[src/rtl/sdc_pkg.sv]
package sdc_pkg;

    typedef enum logic [1:0] {
        RSP_NONE       = 2'b00,
        RSP_LONG       = 2'b01,
        RSP_SHORT      = 2'b10,
        RSP_SHORT_BUSY = 2'b11
    } rsp_kind_e;

    typedef enum logic [1:0] {
        PH_IDLE = 2'd0,
        PH_SEND = 2'd1,
        PH_WAIT = 2'd2
    } phase_e;

    localparam logic [1:0] SEL_ARG  = 2'd0;
    localparam logic [1:0] SEL_XFER = 2'd1;
    localparam logic [1:0] SEL_CMD  = 2'd2;
    localparam logic [1:0] SEL_STAT = 2'd3;

    localparam int ST_DONE     = 0;
    localparam int ST_BUSY_END = 1;
    localparam int ST_TMO      = 2;
    localparam int ST_CRC      = 3;
    localparam int ST_IDX      = 4;
    localparam int ST_REJ      = 5;
    localparam int ST_FLAGS    = 6;

    localparam int FRAME_W  = 128;
    localparam int RESP_W   = 128;
    localparam int CRC_BITS = 8;
    localparam int SHORT_W  = 32;
    localparam int IDX_W    = 6;
    localparam int IDX_LSB  = CRC_BITS + SHORT_W;

    localparam logic [5:0] XFER_KEEP = 6'b110111;

    typedef struct packed {
        logic [IDX_W-1:0] idx;
        logic             data;
        logic             idx_chk;
        logic             crc_chk;
        rsp_kind_e        kind;
    } cmd_word_t;

endpackage

[src/rtl/sdc_issue_gate.sv]
module sdc_issue_gate
    import sdc_pkg::*;
(
    input  rsp_kind_e kind,
    input  logic      data,
    input  logic      cmd_inh,
    input  logic      dat_inh,
    output logic      accept,
    output logic      uses_dat,
    output logic      busy_only
);
    // A busy command without data owns the DAT line on its own.
    assign busy_only = (kind == RSP_SHORT_BUSY) && !data;
    assign uses_dat  = data || (kind == RSP_SHORT_BUSY);
    assign accept    = !cmd_inh && !(busy_only && dat_inh);
endmodule

[src/rtl/sdc_rsp_unpack.sv]
module sdc_rsp_unpack
    import sdc_pkg::*;
(
    input  logic [FRAME_W-1:0] frame,
    input  rsp_kind_e          kind,
    input  logic [IDX_W-1:0]   exp_idx,
    output logic [RESP_W-1:0]  resp,
    output logic               idx_ok
);
    logic [FRAME_W-1:0] no_crc;

    // Dropping the CRC byte moves the payload down by CRC_BITS.
    assign no_crc = frame >> CRC_BITS;

    always_comb begin
        if (kind == RSP_LONG) begin
            resp = RESP_W'(no_crc);
        end else begin
            resp = RESP_W'(no_crc[SHORT_W-1:0]);
        end
    end

    assign idx_ok = (frame[IDX_LSB +: IDX_W] == exp_idx);
endmodule

[src/rtl/sdc_cmd_issue.sv]
module sdc_cmd_issue
    import sdc_pkg::*;
#(
    parameter int TMO_TICKS = 64
) (
    input  logic         clk,
    input  logic         rst_n,
    input  logic         wr_en,
    input  logic [1:0]   wr_sel,
    input  logic [31:0]  wr_data,
    output logic         frm_valid,
    input  logic         frm_ready,
    output logic [5:0]   frm_index,
    output logic [31:0]  frm_arg,
    input  logic         rsp_tick,
    input  logic         rsp_valid,
    input  logic [127:0] rsp_frame,
    input  logic         rsp_crc_err,
    input  logic         dat0,
    input  logic         data_done,
    output logic [31:0]  present_o,
    output logic [15:0]  status_o,
    output logic [5:0]   xfer_mode_o,
    output logic [127:0] resp_o
);
    localparam int TW = $clog2(TMO_TICKS + 1);
    localparam logic [TW-1:0] CNT_LAST = TW'(TMO_TICKS - 1);

    typedef struct packed {
        phase_e              ph;
        logic [TW-1:0]       cnt;
        logic [31:0]         arg;
        logic [5:0]          xfer;
        cmd_word_t           cmd;
        logic                cmd_inh;
        logic                dat_inh;
        logic                dat_by_data;
        logic                busy_wait;
        logic [ST_FLAGS-1:0] st;
        logic [RESP_W-1:0]   resp;
    } state_t;

    state_t    st_d, st_q;
    cmd_word_t new_cmd;
    logic      wr_cmd, accept, uses_dat, busy_only, idx_ok;
    logic [RESP_W-1:0] resp_unp;

    assign new_cmd = '{idx: wr_data[13:8], data: wr_data[5], idx_chk: wr_data[4],
                       crc_chk: wr_data[3], kind: rsp_kind_e'(wr_data[1:0])};
    assign wr_cmd  = wr_en && (wr_sel == SEL_CMD);

    sdc_issue_gate i_gate (
        .kind      (new_cmd.kind),
        .data      (new_cmd.data),
        .cmd_inh   (st_q.cmd_inh),
        .dat_inh   (st_q.dat_inh),
        .accept    (accept),
        .uses_dat  (uses_dat),
        .busy_only (busy_only)
    );

    sdc_rsp_unpack i_unpack (
        .frame   (rsp_frame),
        .kind    (st_q.cmd.kind),
        .exp_idx (st_q.cmd.idx),
        .resp    (resp_unp),
        .idx_ok  (idx_ok)
    );

    always_comb begin
        st_d = st_q;
        if (wr_en && wr_sel == SEL_STAT) st_d.st = st_q.st & ~wr_data[ST_FLAGS-1:0];
        if (wr_en && wr_sel == SEL_ARG)  st_d.arg = wr_data;
        if (wr_en && wr_sel == SEL_XFER) st_d.xfer = wr_data[5:0] & XFER_KEEP;

        // End of the DAT-line phase.
        if (st_q.dat_inh && st_q.dat_by_data && data_done) st_d.dat_inh = 1'b0;
        if (st_q.busy_wait && dat0) begin
            st_d.busy_wait       = 1'b0;
            st_d.st[ST_BUSY_END] = 1'b1;
            if (!st_q.dat_by_data) st_d.dat_inh = 1'b0;
        end

        unique case (st_q.ph)
            PH_SEND: begin
                if (frm_ready) begin
                    if (st_q.cmd.kind == RSP_NONE) begin
                        st_d.ph          = PH_IDLE;
                        st_d.cmd_inh     = 1'b0;
                        st_d.st[ST_DONE] = 1'b1;
                    end else begin
                        st_d.ph  = PH_WAIT;
                        st_d.cnt = '0;
                    end
                end
            end
            PH_WAIT: begin
                if (rsp_valid) begin
                    st_d.ph          = PH_IDLE;
                    st_d.cmd_inh     = 1'b0;
                    st_d.st[ST_DONE] = 1'b1;
                    st_d.resp        = resp_unp;
                    if (st_q.cmd.crc_chk && rsp_crc_err) st_d.st[ST_CRC] = 1'b1;
                    if (st_q.cmd.idx_chk && st_q.cmd.kind != RSP_LONG && !idx_ok)
                        st_d.st[ST_IDX] = 1'b1;
                    if (st_q.cmd.kind == RSP_SHORT_BUSY && !st_q.cmd.data)
                        st_d.busy_wait = 1'b1;
                end else if (rsp_tick) begin
                    if (st_q.cnt == CNT_LAST) begin
                        st_d.ph         = PH_IDLE;
                        st_d.cmd_inh    = 1'b0;
                        st_d.dat_inh    = 1'b0;
                        st_d.busy_wait  = 1'b0;
                        st_d.st[ST_TMO] = 1'b1;
                    end else begin
                        st_d.cnt = st_q.cnt + 1'b1;
                    end
                end
            end
            default: ;
        endcase

        // Issue: CMD inhibit is set whenever the phase is not idle.
        if (wr_cmd) begin
            if (accept) begin
                st_d.cmd     = new_cmd;
                st_d.ph      = PH_SEND;
                st_d.cmd_inh = 1'b1;
                if (uses_dat) begin
                    st_d.dat_inh     = 1'b1;
                    st_d.dat_by_data = new_cmd.data;
                    if (busy_only) st_d.busy_wait = 1'b0;
                end
            end else begin
                st_d.st[ST_REJ] = 1'b1;
            end
        end
    end

    always_ff @(posedge clk or negedge rst_n) begin
        if (!rst_n) begin
            st_q <= '{ph: PH_IDLE, cmd: '{kind: RSP_NONE, default: '0}, default: '0};
        end else begin
            st_q <= st_d;
        end
    end

    assign frm_valid   = (st_q.ph == PH_SEND);
    assign frm_index   = st_q.cmd.idx;
    assign frm_arg     = st_q.arg;
    assign present_o   = {11'b0, dat0, 18'b0, st_q.dat_inh, st_q.cmd_inh};
    assign status_o    = {|st_q.st[ST_REJ:ST_TMO], 9'b0, st_q.st};
    assign xfer_mode_o = st_q.xfer;
    assign resp_o      = st_q.resp;
endmodule

[config.mk]
export PLATFORM = sky130hd
export DESIGN_NAME = sdc_cmd_issue
export DESIGN_NICKNAME = d
export VERILOG_FILES = /design/src/rtl/sdc_pkg.sv /design/src/rtl/sdc_issue_gate.sv /design/src/rtl/sdc_rsp_unpack.sv /design/src/rtl/sdc_cmd_issue.sv
export SDC_FILE = /design/constraint.sdc
export NUM_CORES = 1
export LEC_CHECK = 0
export BUFFER_PORTS_ARGS = -buffer_cell sky130_fd_sc_hd__buf_2
export CORE_MARGIN = 10
export CORE_UTILIZATION = 32
export DETAILED_ROUTE_END_ITERATION = 12
export SLEW_MARGIN = 40
export SYNTH_ARGS = -nofsm -noshare
export SYNTH_HDL_FRONTEND = slang
export SYNTH_HIERARCHICAL = 1
export SYNTH_SLANG_ARGS = --single-unit
[constraint.sdc]
create_clock -name clk -period 1.85 [get_ports clk]
set_input_delay 0.185 -clock clk [delete_from_list [all_inputs] [get_ports clk]]
set_output_delay 0.185 -clock clk [all_outputs]
set_load 0.05 [all_outputs]
==> flow_metrics.py <==
metrics = {
    "global_route": {
        "grt_overflow_total": 0,
        "grt_pass1_wl_um": 40800,
        "grt_util_all_layers_pct": 12.4,
        "grt_pass1_vias": 7031,
        "grt_start_max_net_pins": 56,
        "antenna_found_initial": 2,
    },
    "worst_setup_path": {
        "cp-start-kind": "flip-flop",
        "critPathSlowestCell": "or4_1",
        "critPathTopFamily": "simple AND/OR/NAND/NOR gates",
        "path_buf_inv": 1,
        "crit_required_ns": 1.66,
        "arrival_ns": 1.58,
        "cp_max_fo": 3,
        "crit_type": "flip-flop to output pin",
        "crit_path_end_kind": "output pin",
        "max_stage_delay_ns": 0.52,
        "crit_chain": "or4_1, buf_4",
    },
    "drt": {
        "drc_errors": 0,
        "drt-initial-drc-count": 176,
        "wl_um": 26300,
        "drtPass1Iterations": 4,
        "detail_route.wl_per_cell_um": 16.9,
        "vias": 6477,
        "viasPerCell": 4.15,
        "ant_nets": 0,
    },
    "yosys": {
        "synth.distinct_cells": 51,
        "ys_warn_count": 6,
        "synth_ff_type": "dfrtp_1",
        "syn_inst": 880,
        "ys_ff_latch": 195,
        "netlist_top_cells_area": "dfrtp_1 45%, buf_4 18%, mux2_4 14%",
        "yosysTopAreaCell": "dfrtp_1",
        "ys_async_sr_fraction_pct": 100,
        "syn_area_um2": 10800,
        "ys_seq_area_share_pct": 45.4,
        "synth-edff-count": 0,
        "synth_top_area_share_pct": 45.4,
        "avgSynthCellArea_um2": 12.2,
    },
    "placed_design": {
        "io_buffers": 344,
        "place_ws_ns": 0.0795,
        "place_hpwl_um": 19500,
        "place_congestion": 0.759,
    },
    "power": {
        "p_per_area_nw_per_um2": 1740,
        "ir_drop_uv": 876,
        "p_leak_nw": 6.53,
    },
    "die": {
        "ios": 392,
        "die_w_um": 203,
        "dieArea_um2": 41300,
        "initial_core_util_pct": 32.2,
        "row_count": 67,
        "die_h_um": 203,
        "core_area_um2": 33400,
    },
    "clock_network": {
        "root_buffer": "clkbuf_16",
        "cts_buffer_depth": 2,
        "cts_tree": "yes",
        "cts.clk_slew.worst_paths_ns": 0.07,
        "h-tree-depth": 4,
        "insertion_delay_ns": 0.45,
        "cts.sinks": 195,
        "cts_buffers": 17,
        "postCtsSetupRepairBufs": 0,
    },
    "finish": {
        "finalCoreUtilization_pct": 37.9,
        "antenna_cells": 0,
        "fin_nets": 1272,
        "drive_above_1_share_pct": 51.7,
        "areaGrowthSynthToFinish_pct": 17.6,
        "fillers": 3291,
    },
    "timing": {
        "max_freq_mhz": 567,
        "fin_ws_ns": 0.0867,
        "hold_violations": 0,
        "timing.final.crit_share_pct": 95.3,
        "rsz0062_at_grt": "no",
        "finalSetupViolCount": 0,
        "skew_ns": 0.0120,
        "slew_viol_final": 0,
        "fin_crit_ns": 1.76,
    },
    "outcome": {
        "run_status": "finished, final reports clean",
    },
    "hold_path": {
        "min-delay-path-class": "input port to flip-flop",
    },
    "flow_run": {
        "maxCapViolCount": 0,
    },
}
## synthesized netlist by cell type, drive strengths merged, types with 5 or more instances
library cell	number
inv	7
nand2	58
and2	89
dfrtp	195
buf	281
mux2	166
nor3	6
a31oi	5
nor2	6
o21ai	6
clkbuf	8
## layout make-up
| cell class | instances | area, µm² | share of cell area (%) |
|---|---|---|---|
| Inverter | 7 | 26.3 | 0.208 |
| Sequential cell | 195 | 4880 | 38.6 |
| Multi-Input combinational cell | 434 | 3760 | 29.8 |
| Tap cell | 448 | 561 | 4.43 |
| Timing Repair Buffer | 443 | 2780 | 22.0 |
| Clock inverter | 14 | 200 | 1.58 |
| Clock buffer | 18 | 429 | 3.40 |
## where the power goes
group	switching, mW	internal, mW
logic	7.70	3.61
registers	0.849	5.77
clock network	1.72	2.29
total	10.3	11.7
## logic make-up (layout without fill, tap and decap cells)
| logic type | Yosys count | count (layout) | synth area share (%) |
|---|---|---|---|
| AOI/OAI and AO/OA | 30 | 30 | 2.18 |
| xor gates and xnor gates | 6 | 6 | 0.489 |
| adders and majority gates | 3 | 3 | 0.349 |
| buffers and inverters | 296 | 482 | 21.3 |
| DFF | 195 | 195 | 45.4 |
| muxes | 168 | 168 | 21.1 |
| other | 2 | 47 | 0.0699 |
| and+or+nand+nor | 180 | 180 | 9.21 |
## what timing repair did
| item | CTS | global route |
|---|---|---|
| hold buffers | 66 | 0 |
| endpoints found under the setup margin | 0 | 1 |
| hold endpoints to repair | 120 | 0 |
| gates resized for setup | 0 | 2 |
## state kept, by name (all words and copies together) (netlist names)
name	cells
xfer_mode_o	5
st_q	16
present_o	2
frm_index	6
frm_arg	32
status_o	6
resp_o	128
## worst paths after layout
kind / start / to / slack, ns / depth (start not counted)
worst max-delay path: status_o[3]$_DFF_PN0_ / status_o[15] / 0.09 / 2
worst min-delay path: wr_data[2] / frm_arg[2]$_DFFE_PN0P_ / 0.04 / 2
worst max register to register: st_q[194]$_DFF_PN0_ / resp_o[91]$_DFFE_PN0P_ / 0.10 / 6
worst min register to register: status_o[1]$_DFFE_PN0P_ / status_o[1]$_DFFE_PN0P_ / 0.47 / 2
max in group asynchronous: rst_n / resp_o[109]$_DFFE_PN0P_ / 0.92 / 3
min in group asynchronous: rst_n / resp_o[46]$_DFFE_PN0P_ / 0.29 / 2
## routing by layer
layer / track usage (%) / wire length (µm)
met1: 14.5 / 10900
met3: 5.20 / 2380
met5: 0 / 13
met2: 20.1 / 12500
met4: 4.34 / 452
## stage by stage
step | instances | hold WS [ns] | power (mW) | area [µm²] | TNS (ns)
2_1_floorplan | 925 | -0.111 | 17.4 | 10900 | 0
3_3_place_gp | 1459 | 0.205 | 17.8 | 11300 | -1.67
3_5_place_dp | 1461 | 0.207 | 18.0 | 11300 | 0
4_1_cts | 1559 | 0.00276 | 22.2 | 12600 | 0
5_1_grt | 1559 | 0.0295 | 23.0 | 12600 | 0
6_report | 1559 | 0.0440 | 21.9 | 12600 | 0
## layout by cell type (no fill, tap or decap), drive strengths merged, types with 3 or more instances in the layout
master	n
buf	376
dfrtp	195
mux2	166
and2	89
dlygate4sd3	66
nand2	58
conb	47
clkbuf	19
inv	12
nor3	6
nor2	6
o21ai	6
a31oi	5
nand3	4
bufinv	4
xnor2	4
nor2b	4
a21oi	3
a211oi	3
ha	3
clkinv	3
Note: power is estimated with default switching activity, not from simulation.
